**config.mk**
```make
export PLATFORM = sky130hd
export DESIGN_NAME = turbo_enc3
export DESIGN_NICKNAME = d
export VERILOG_FILES = /design/src/rtl/te_pkg.sv /design/src/rtl/te_bitram.sv /design/src/rtl/te_rsc.sv /design/src/rtl/turbo_enc3.sv
export SDC_FILE = /design/constraint.sdc
export NUM_CORES = 1
export LEC_CHECK = 0
export BUFFER_PORTS_ARGS = -buffer_cell sky130_fd_sc_hd__buf_2
export CAP_MARGIN = 20
export CORE_MARGIN = 2
export CORE_UTILIZATION = 64
export DETAILED_ROUTE_END_ITERATION = 8
export PLACE_DENSITY = 0.81
export SLEW_MARGIN = 20
export SYNTH_ARGS = -nofsm -noshare
export SYNTH_HDL_FRONTEND = slang
export SYNTH_SLANG_ARGS = --single-unit
```
**constraint.sdc**
```tcl
create_clock -name clk -period 6.4 [get_ports clk]
set_clock_uncertainty 0.15 [all_clocks]
set_input_delay 0.32 -clock clk [delete_from_list [all_inputs] [get_ports clk]]
set_output_delay 0.32 -clock clk [all_outputs]
set_load 0.005 [all_outputs]
```
**src/rtl/te_pkg.sv**
```systemverilog
package te_pkg;
  typedef enum logic [2:0] {
    ST_IDLE,
    ST_LOAD,
    ST_RUN,
    ST_TERM,
    ST_TAIL
  } enc_st_t;

  localparam int NUM_ENC    = 2;
  localparam int SYM_W      = 3;
  localparam int TAIL_STEPS = 3;
  localparam int TAIL_BITS  = 2 * NUM_ENC * TAIL_STEPS;
  localparam int TAIL_SYMS  = TAIL_BITS / SYM_W;
endpackage

```
**src/rtl/te_bitram.sv**
```systemverilog
module te_bitram #(
  parameter int AW = 6,
  localparam int DEPTH = 1 << AW
) (
  input  logic          clk,
  input  logic          we,
  input  logic [AW-1:0] waddr,
  input  logic          wdata,
  input  logic [AW-1:0] raddr,
  output logic          rdata
);
  logic mem [DEPTH];

  always_ff @(posedge clk) begin
    if (we) mem[waddr] <= wdata;
    rdata <= mem[raddr];
  end
endmodule

```
**src/rtl/te_rsc.sv**
```systemverilog
module te_rsc (
  input  logic       clk,
  input  logic       rst,
  input  logic       clr,
  input  logic       step,
  input  logic       term,
  input  logic       din,
  output logic       sys_o,
  output logic       par_o,
  output logic [2:0] state_o
);
  logic [2:0] sr;
  logic       fb, a_bit;
  logic [1:0] term_run;

  always_comb begin
    fb    = sr[1] ^ sr[2];
    sys_o = term ? fb : din;
    a_bit = sys_o ^ fb;
    par_o = a_bit ^ sr[0] ^ sr[2];
  end

  always_ff @(posedge clk) begin
    if (rst || clr) begin
      sr       <= '0;
      term_run <= '0;
    end else if (step) begin
      sr <= {sr[1], sr[0], a_bit};
      if (!term)                term_run <= '0;
      else if (term_run != 2'd3) term_run <= term_run + 2'd1;
    end
  end

  assign state_o = sr;

  // three flush steps leave the register empty
  assert_flush_zero_R7: assert property (@(posedge clk) disable iff (rst)
    (term_run == 2'd3) |-> (sr == 3'b000));
endmodule

```
**src/rtl/turbo_enc3.sv**
```systemverilog
module turbo_enc3 #(
  parameter int MAX_LEN = 64,
  localparam int LW = $clog2(MAX_LEN + 1),
  localparam int AW = $clog2(MAX_LEN)
) (
  input  logic          clk,
  input  logic          rst,
  input  logic          in_valid,
  output logic          in_ready,
  input  logic          in_sob,
  input  logic [LW-1:0] in_len,
  input  logic          in_bit,
  output logic          perm_req_valid,
  output logic [AW-1:0] perm_req_idx,
  input  logic [AW-1:0] perm_addr,
  output logic          out_valid,
  output logic [2:0]    out_sym,
  output logic          out_eob
);
  import te_pkg::*;

  enc_st_t st;
  logic [LW-1:0] blk_len, wcnt, rq;
  logic          issued;
  logic          s0_v, s0_first, s0_last;
  logic [AW-1:0] s0_k;
  logic          s1_v, s1_first, s1_last;
  logic [AW-1:0] s1_k;
  logic          s2_v, s2_first, s2_last;
  logic [1:0]    tcnt, ocnt;
  logic [TAIL_BITS-1:0] tail_bits;
  logic [3:0]    sym_base;
  logic [LW:0]   sym_cnt;

  logic          wr_en;
  logic [AW-1:0] wr_addr;
  logic [AW-1:0] rd_addr [NUM_ENC];
  logic          rd_bit  [NUM_ENC];
  logic          enc_x   [NUM_ENC];
  logic          enc_p   [NUM_ENC];
  logic [2:0]    enc_s   [NUM_ENC];
  logic          enc_step, enc_term, enc_clr;

  assign in_ready = (st == ST_IDLE) || (st == ST_LOAD);
  assign wr_en    = in_valid && in_ready && ((st == ST_LOAD) || in_sob);
  assign wr_addr  = (st == ST_IDLE) ? '0 : wcnt[AW-1:0];
  assign rd_addr[0] = s1_k;
  assign rd_addr[1] = perm_addr;
  assign enc_step = s2_v || (st == ST_TERM);
  assign enc_term = (st == ST_TERM);
  assign enc_clr  = (st == ST_IDLE);
  assign sym_base = 4'(ocnt) * 4'd3;

  generate
    for (genvar i = 0; i < NUM_ENC; i++) begin : g_enc
      te_bitram #(.AW(AW)) u_buf (
        .clk   (clk),
        .we    (wr_en),
        .waddr (wr_addr),
        .wdata (in_bit),
        .raddr (rd_addr[i]),
        .rdata (rd_bit[i])
      );
      te_rsc u_rsc (
        .clk     (clk),
        .rst     (rst),
        .clr     (enc_clr),
        .step    (enc_step),
        .term    (enc_term),
        .din     (rd_bit[i]),
        .sys_o   (enc_x[i]),
        .par_o   (enc_p[i]),
        .state_o (enc_s[i])
      );
    end
  endgenerate

  // control
  always_ff @(posedge clk) begin
    if (rst) begin
      st        <= ST_IDLE;
      blk_len   <= '0;
      wcnt      <= '0;
      rq        <= '0;
      issued    <= 1'b0;
      tcnt      <= '0;
      ocnt      <= '0;
      tail_bits <= '0;
    end else begin
      case (st)
        ST_IDLE: begin
          rq     <= '0;
          issued <= 1'b0;
          if (in_valid && in_sob) begin
            blk_len <= in_len;
            wcnt    <= LW'(1);
            st      <= (in_len == LW'(1)) ? ST_RUN : ST_LOAD;
          end
        end
        ST_LOAD: begin
          if (in_valid) begin
            wcnt <= wcnt + LW'(1);
            if (wcnt == blk_len - LW'(1)) st <= ST_RUN;
          end
        end
        ST_RUN: begin
          if (!issued) begin
            rq <= rq + LW'(1);
            if (rq == blk_len - LW'(1)) issued <= 1'b1;
          end
          if (s2_v && s2_last) begin
            st   <= ST_TERM;
            tcnt <= '0;
          end
        end
        ST_TERM: begin
          tail_bits[{tcnt, 1'b0} +: 2]                <= {enc_p[0], enc_x[0]};
          tail_bits[4'd6 + {1'b0, tcnt, 1'b0} +: 2]   <= {enc_p[1], enc_x[1]};
          tcnt <= tcnt + 2'd1;
          if (tcnt == 2'd2) begin
            st   <= ST_TAIL;
            ocnt <= '0;
          end
        end
        ST_TAIL: begin
          ocnt <= ocnt + 2'd1;
          if (ocnt == 2'd3) st <= ST_IDLE;
        end
        default: st <= ST_IDLE;
      endcase
    end
  end

  // request / read pipeline
  always_ff @(posedge clk) begin
    if (rst) begin
      s0_v <= 1'b0; s0_k <= '0; s0_first <= 1'b0; s0_last <= 1'b0;
      s1_v <= 1'b0; s1_k <= '0; s1_first <= 1'b0; s1_last <= 1'b0;
      s2_v <= 1'b0; s2_first <= 1'b0; s2_last <= 1'b0;
    end else begin
      s0_v     <= (st == ST_RUN) && !issued;
      s0_k     <= rq[AW-1:0];
      s0_first <= (rq == '0);
      s0_last  <= (rq == blk_len - LW'(1));
      s1_v     <= s0_v;
      s1_k     <= s0_k;
      s1_first <= s0_first;
      s1_last  <= s0_last;
      s2_v     <= s1_v;
      s2_first <= s1_first;
      s2_last  <= s1_last;
    end
  end

  assign perm_req_valid = s0_v;
  assign perm_req_idx   = s0_k;

  // registered output
  always_ff @(posedge clk) begin
    if (rst) begin
      out_valid <= 1'b0;
      out_sym   <= '0;
      out_eob   <= 1'b0;
      sym_cnt   <= '0;
    end else begin
      out_valid <= s2_v || (st == ST_TAIL);
      out_sym   <= s2_v ? {enc_p[1], enc_p[0], enc_x[0]} : tail_bits[sym_base +: 3];
      out_eob   <= (st == ST_TAIL) && (ocnt == 2'd3);
      if (out_valid) sym_cnt <= out_eob ? '0 : sym_cnt + (LW+1)'(1);
    end
  end

  // each block starts from empty registers
  assert_clean_start_R3: assert property (@(posedge clk) disable iff (rst)
    (s2_v && s2_first) |-> ((enc_s[0] == 3'b000) && (enc_s[1] == 3'b000)));
  // requested indices step by one
  assert_req_order_R5: assert property (@(posedge clk) disable iff (rst)
    (s0_v && $past(s0_v)) |-> (s0_k == $past(s0_k) + AW'(1)));
  // N+4 symbols per block, flag only with data
  assert_block_len_R9: assert property (@(posedge clk) disable iff (rst)
    (out_valid && out_eob) |-> (sym_cnt == {1'b0, blk_len} + (LW+1)'(3)));
  assert_eob_valid_R9: assert property (@(posedge clk) disable iff (rst)
    out_eob |-> out_valid);
  // no input accepted while symbols are still leaving
  assert_no_accept_busy_R10: assert property (@(posedge clk) disable iff (rst)
    (out_valid && !out_eob) |-> !in_ready);
endmodule

```
## Yosys cells after proc, flatten, opt, wreduce, memory -nomap -nowiden

Memories as Yosys holds them, arrays and structs flattened. A register that Yosys moved wholly into a read port is not among the register bits.
Index checks and enable logic that the tools add are counted.

- Bits in writable memories: 128
- Bits of input ports: 18
- Memories: 2
- Register bits after elaboration: 70

- Equal/unequal tests: 16
- Multiplexer cells: 28
- Bitwise gates (word level): 8
- Reductions and logical operators: 23
- Multiply operators: 1
- Shifts and indexed selects: 5
- Add/sub/neg operators: 8

Memories:

| memory | depth | width | read ports | clocked after memory_dff | write ports | line | source |
|---|---|---|---|---|---|---|---|
| g_enc[0].u_buf.mem | 64 | 1 | 1 | 1 | 1 | te_bitram.sv:12 | `logic mem [DEPTH];` |
| g_enc[1].u_buf.mem | 64 | 1 | 1 | 1 | 1 | te_bitram.sv:12 |  |

Operator list:

| cell | number |
|---|---|
| $pmux 7 s2 | 2 |
| $bwmux 12 | 2 |
| $mux 3 | 7 |
| $mux 7 | 3 |
| $pmux 3 s5 | 1 |
| $add 7x1->7 const B | 2 |
| $eq 7x7->1 | 2 |
| $ne 2x2->1 const B | 6 |
| $shift 2x5->12 const A | 1 |
| $shift 2x6->12 const A | 1 |
| $shiftx 12x5->3 | 1 |
| $shiftx 2x5->12 | 1 |
| $shiftx 2x6->12 | 1 |
| $pmux 2 s2 | 2 |
| $reduce_and 2->1 | 4 |
| $reduce_bool 2->1 | 4 |
| $xor 1x1->1 | 8 |
| $eq 7x1->1 const B | 1 |
| $sub 7x1->7 const B | 1 |
| $eq 3x2->1 const B | 2 |
| $logic_and 1x1->1 | 6 |
| $mux 1 | 6 |
| $mux 2 | 3 |
| $mux 6 | 1 |
| other kinds (15) | 21 |

## Longest topological paths before layout

- Depth in word-level cells: 8
- Depth in mapped cells: 8
- Mapped depth without buffers: 7

## Modules after synthesis

Synthesis repeated with hierarchy kept, for this count alone.

- Cell total of the unflattened synthesis: 795
- Area total of the unflattened synthesis: 9300.2 um2

Modules (own cells, without submodules):

| module | times used | cells an instance | area an instance (um2) |
|---|---|---|---|
| te_bitram | 2 | 204 | 2914.0 |
| turbo_enc3 | 1 | 353 | 3136.8 |
| te_rsc | 2 | 17 | 167.7 |

## Least setup slack after synthesis

Ideal clock, no wire load.

- Kind: register to register
- Start point: register tcnt[0]
- End point: register tail_bits[4]
- Setup slack: 4.078 ns
- Clock period less this slack: 2.322 ns
- Data arrival time: 2.094 ns
- Stages on the path, launching flop included: 8
- Cells stage by stage: dfxtp_1 clkbuf_1 inv_1 ha_1 nand2b_1 a2111oi_0 a221oi_1 nor3_1

- Cells in the longest elaborated chain, start to end: 4

RTL lines:

| element | line | source |
|---|---|---|
| start, declared | turbo_enc3.sv:30 | `logic [1:0] tcnt, ocnt;` |
| start signal, assigned | turbo_enc3.sv:119 | `tcnt <= tcnt + 2'd1;` |
| $add 3x3->4 or $neg 3->5 (tied branches) | turbo_enc3.sv:118, turbo_enc3.sv:117 |  |
| $neg 4->6 (tied with other cells) | turbo_enc3.sv:118 | `tail_bits[4'd6 + {1'b0, tcnt, 1'b0} +: 2] <= {enc_p[1], enc_x[1]};` |
| $shiftx 2x6->12 (tied with other cells) | turbo_enc3.sv:118 |  |
| $bwmux 12 * | turbo_enc3.sv:118 |  |
| end signal, assigned by index | turbo_enc3.sv:117 | `tail_bits[{tcnt, 1'b0} +: 2] <= {enc_p[0], enc_x[0]};` |
| end signal, assigned by index | turbo_enc3.sv:118 |  |
| end, declared | turbo_enc3.sv:31 | `logic [TAIL_BITS-1:0] tail_bits;` |

Every way passes the cells marked *; elsewhere a longest branch is shown, timed or not.
A chain may end at the register's enable or synchronous reset.

## Worst setup path in the final report

Ends and elaborated chain as after synthesis.

==> results.tsv <==
metric	value	unit
run status	completed	
EDFF count, synth	64	
RSZ-0062 raised after global routing	false	
Ant. Diodes	0	
Slowest-stage cell, CP	a2111oi_0	
fraction of registers with async set/reset	0	%
post-synth top area share	28.1	%
worst path bufs/invs	1	
Post-Place Cells	755	
worst-path cell chain	inv_1 > ha_1 > nand2b_1 > a2111oi_0 > a221oi_1 > nor3_1	
# nets final	675	
Post-Syn Area per Cell	10.9	µm²
min Tclk post-route	2.75	ns
Worst Slack Setup Final	3.65	ns
top-count cell post-synth	nor2_1	
Die Y	107	µm
synthesized-area fraction occupied by adder cells	2.20	%
Fin. Hold Viols	0	
post-synthesis simple-gate area fraction	18.7	%
WL final	15200	µm
most frequent cells after synthesis	nor2_1 (120), dfxtp_1 (72), edfxtp_1 (64)	
non-filler cells, final	794	
largest net degree at the start of global routing	65	
post-CTS setup buffers	0	
TritonCTS Buffers	17	
CTS max path bufs	2	
area delta synth->final	11.6	%
HP Class	input port to flop	
post-layout util	73.6	%
Die X	107	µm
fmax	0.364	GHz
initial core utilization	65.9	%
main combinational cell family by area after synthesis	simple AND/OR/NAND/NOR gates	
CP max FO	13	
DP Worst Slack	3.74	ns
max_cap viols	0	
Num Clock Sinks	136	
Largest stage delay, worst path	0.73	ns
PortBufs	30	
post-synthesis sequential area ratio	49.2	%
top area cells in the synthesized netlist	edfxtp_1 (28%), dfxtp_1 (21%), mux4_2 (12%)	
Worst Tran Pin Value	1.00	ns
# setup viols final	0	
DRC viols	0	
Site Rows	37	
Final HPWL DP	10600	µm
Vias	4971	
via/cell ratio	6.26	
mux contribution to synthesized area	14.7	%
Net Count, Synth	657	
critical path startpoint category	flop	
Core Area	10400	µm²
drt wl/cell	19.2	µm
final period utilization	43.0	%
Slew Viols, Final	0	
P_leak	2.57	nW
area fraction in compound gates after synthesis	7.34	%
Rel. slew slack	32.9	%
critical path arrival	3.04	ns
Placed Instance Area	7000	µm²
CTS tree	built	
vias in the first global route	4940	
VDD IR max	0.158	mV
crit path kind	flop to flop	
Yosys top cell by area	edfxtp_1	
Clock Tree Root	clkbuf_8	
htree depth	4	
Yosys cell types	57	
drt initial violations	333	
share of cells above drive strength 1	15.8	%
I/O pin count	31	
synth warn	0	
clock-pin slew on the worst setup and hold paths	0.06	ns
worst endpoint required time	6.69	ns
Seq cells post-synth	136	
Crit. End Element	flop	
CP top delay family	compound AO/OA/AOI/OAI gates	
GP Congestion	0.955	
DRT antenna net count	0	
setup TNS	0	ns
Synth Flop Type	dfxtp_1	
# fillers	707	
clk_lat worst skew	0.52	ns
DRT Pass-1 Iters	5	
final instance area	7630	µm²
global-route wire length before repair	25100	µm
area share of xor/xnor cells in the synthesized design	4.83	%
initial antenna violation count	0	
die area	11500	µm²
mapped cell area	6840	µm²
Mapped Cells	627	
pwr dens	279	nW/µm²
post_cts resized	0	
GRT overflow	0	
total track usage	28.6	%
stage by stage:
step	hold slack, ns	total power, W
2_1_floorplan	0.264	0.00116
3_3_place_gp	0.279	0.00120
3_5_place_dp	0.278	0.00121
4_1_cts	0.0473	0.00213
5_1_grt	0.0818	0.00220
6_report	0.0897	0.00213
layout by cell type (no fill, tap or decap), types with 5 or more instances in the layout:
cell,count
nor2_1,120
dfxtp_1,72
edfxtp_1,64
mux4_2,35
nand2_1,34
buf_2,30
nor2b_1,22
nor3_1,20
xnor2_1,18
nand3_1,17
mux2i_1,16
a21oi_1,16
xor2_1,16
clkbuf_16,16
a22oi_1,14
ha_1,12
inv_1,11
nand4_1,9
clkbuf_8,8
dlygate4sd3_1,7
and3_1,6
nand3b_1,6
o21ai_0,6
a211oi_1,6
clkbuf_1,6
nand2b_1,5
cells by family (layout without fill, tap and decap cells):
| group | count (synthesis) | in the layout |
|---|---|---|
| AO/OA/AOI/OAI | 71 | 71 |
| XOR/XNOR | 36 | 36 |
| adder cells (fa/ha/maj) | 12 | 12 |
| buffers and inverters | 50 | 81 |
| flip-flops | 136 | 136 |
| multiplexers | 55 | 55 |
| AND/OR/NAND/NOR | 267 | 267 |
per-layer routing:
layer / part of all wire, % / GRT usage [%] / vias to the layer above
met5: 0 / 0 / -
met4: 3.5 / 13.4 / 0
met3: 6.5 / 6.54 / 50
met2: 50 / 47.6 / 237
met1: 40 / 35.6 / 2365
li1: - / - / 2319
worst paths after layout:
| path | start | end | slack [ns] | cells past startpoint |
|---|---|---|---|---|
| worst min register to register | s1_last | s2_last | 0.30 | 1 |
| worst max-delay path | tcnt[0] | tail_bits[4] | 3.65 | 6 |
| worst max register to register | tcnt[0] | tail_bits[4] | 3.65 | 6 |
| worst min-delay path | perm_addr[5] | g_enc[1].u_buf.rdata | 0.09 | 3 |
worst reg2reg max path, delay by kind of cell (launching register included):
kind / cells / cell delay, ns
DFF: 1 / 0.59
AOI/OAI and AO/OA: 2 / 0.95
adders and majority gates: 1 / 0.34
and+or+nand+nor: 2 / 0.38
buffers and inverters: 1 / 0.25
repair_timing:
action | 4_1_cts | 5_1_grt
hold buffers | 7 | 0
endpoints found under the setup margin | 0 | 0
hold endpoints to repair | 7 | 0
power by group:
group / internal (W) / leakage (nW) / switching (W)
clock: 0.000588 / 0.280 / 0.000335
combinational: 0.0000969 / 1.13 / 0.000144
sequential: 0.000930 / 1.16 / 0.0000324
total: 0.00161 / 2.57 / 0.000511
state kept, by name (all words and copies together), names as in the netlist, 3 cells and up:
signal and flops:
blk_len 7, g_enc.u_buf.mem 64, g_enc.u_rsc.state_o 6, out_sym 3, perm_req_idx 6, rq 7, s1_k 6, st 3
tail_bits 12, wcnt 7
area by class of cell:
type,count,area (µm²),area share (%)
flip-flops and latches,136,3360,44.1
clock inverters,2,35.0,0.459
multi-input cells,441,3260,42.7
clock buffers,30,533,6.98
inverters,11,41.3,0.541
well taps,136,170,2.23
repair buffers,38,228,2.98
Note: power is estimated with default switching activity, not from simulation.
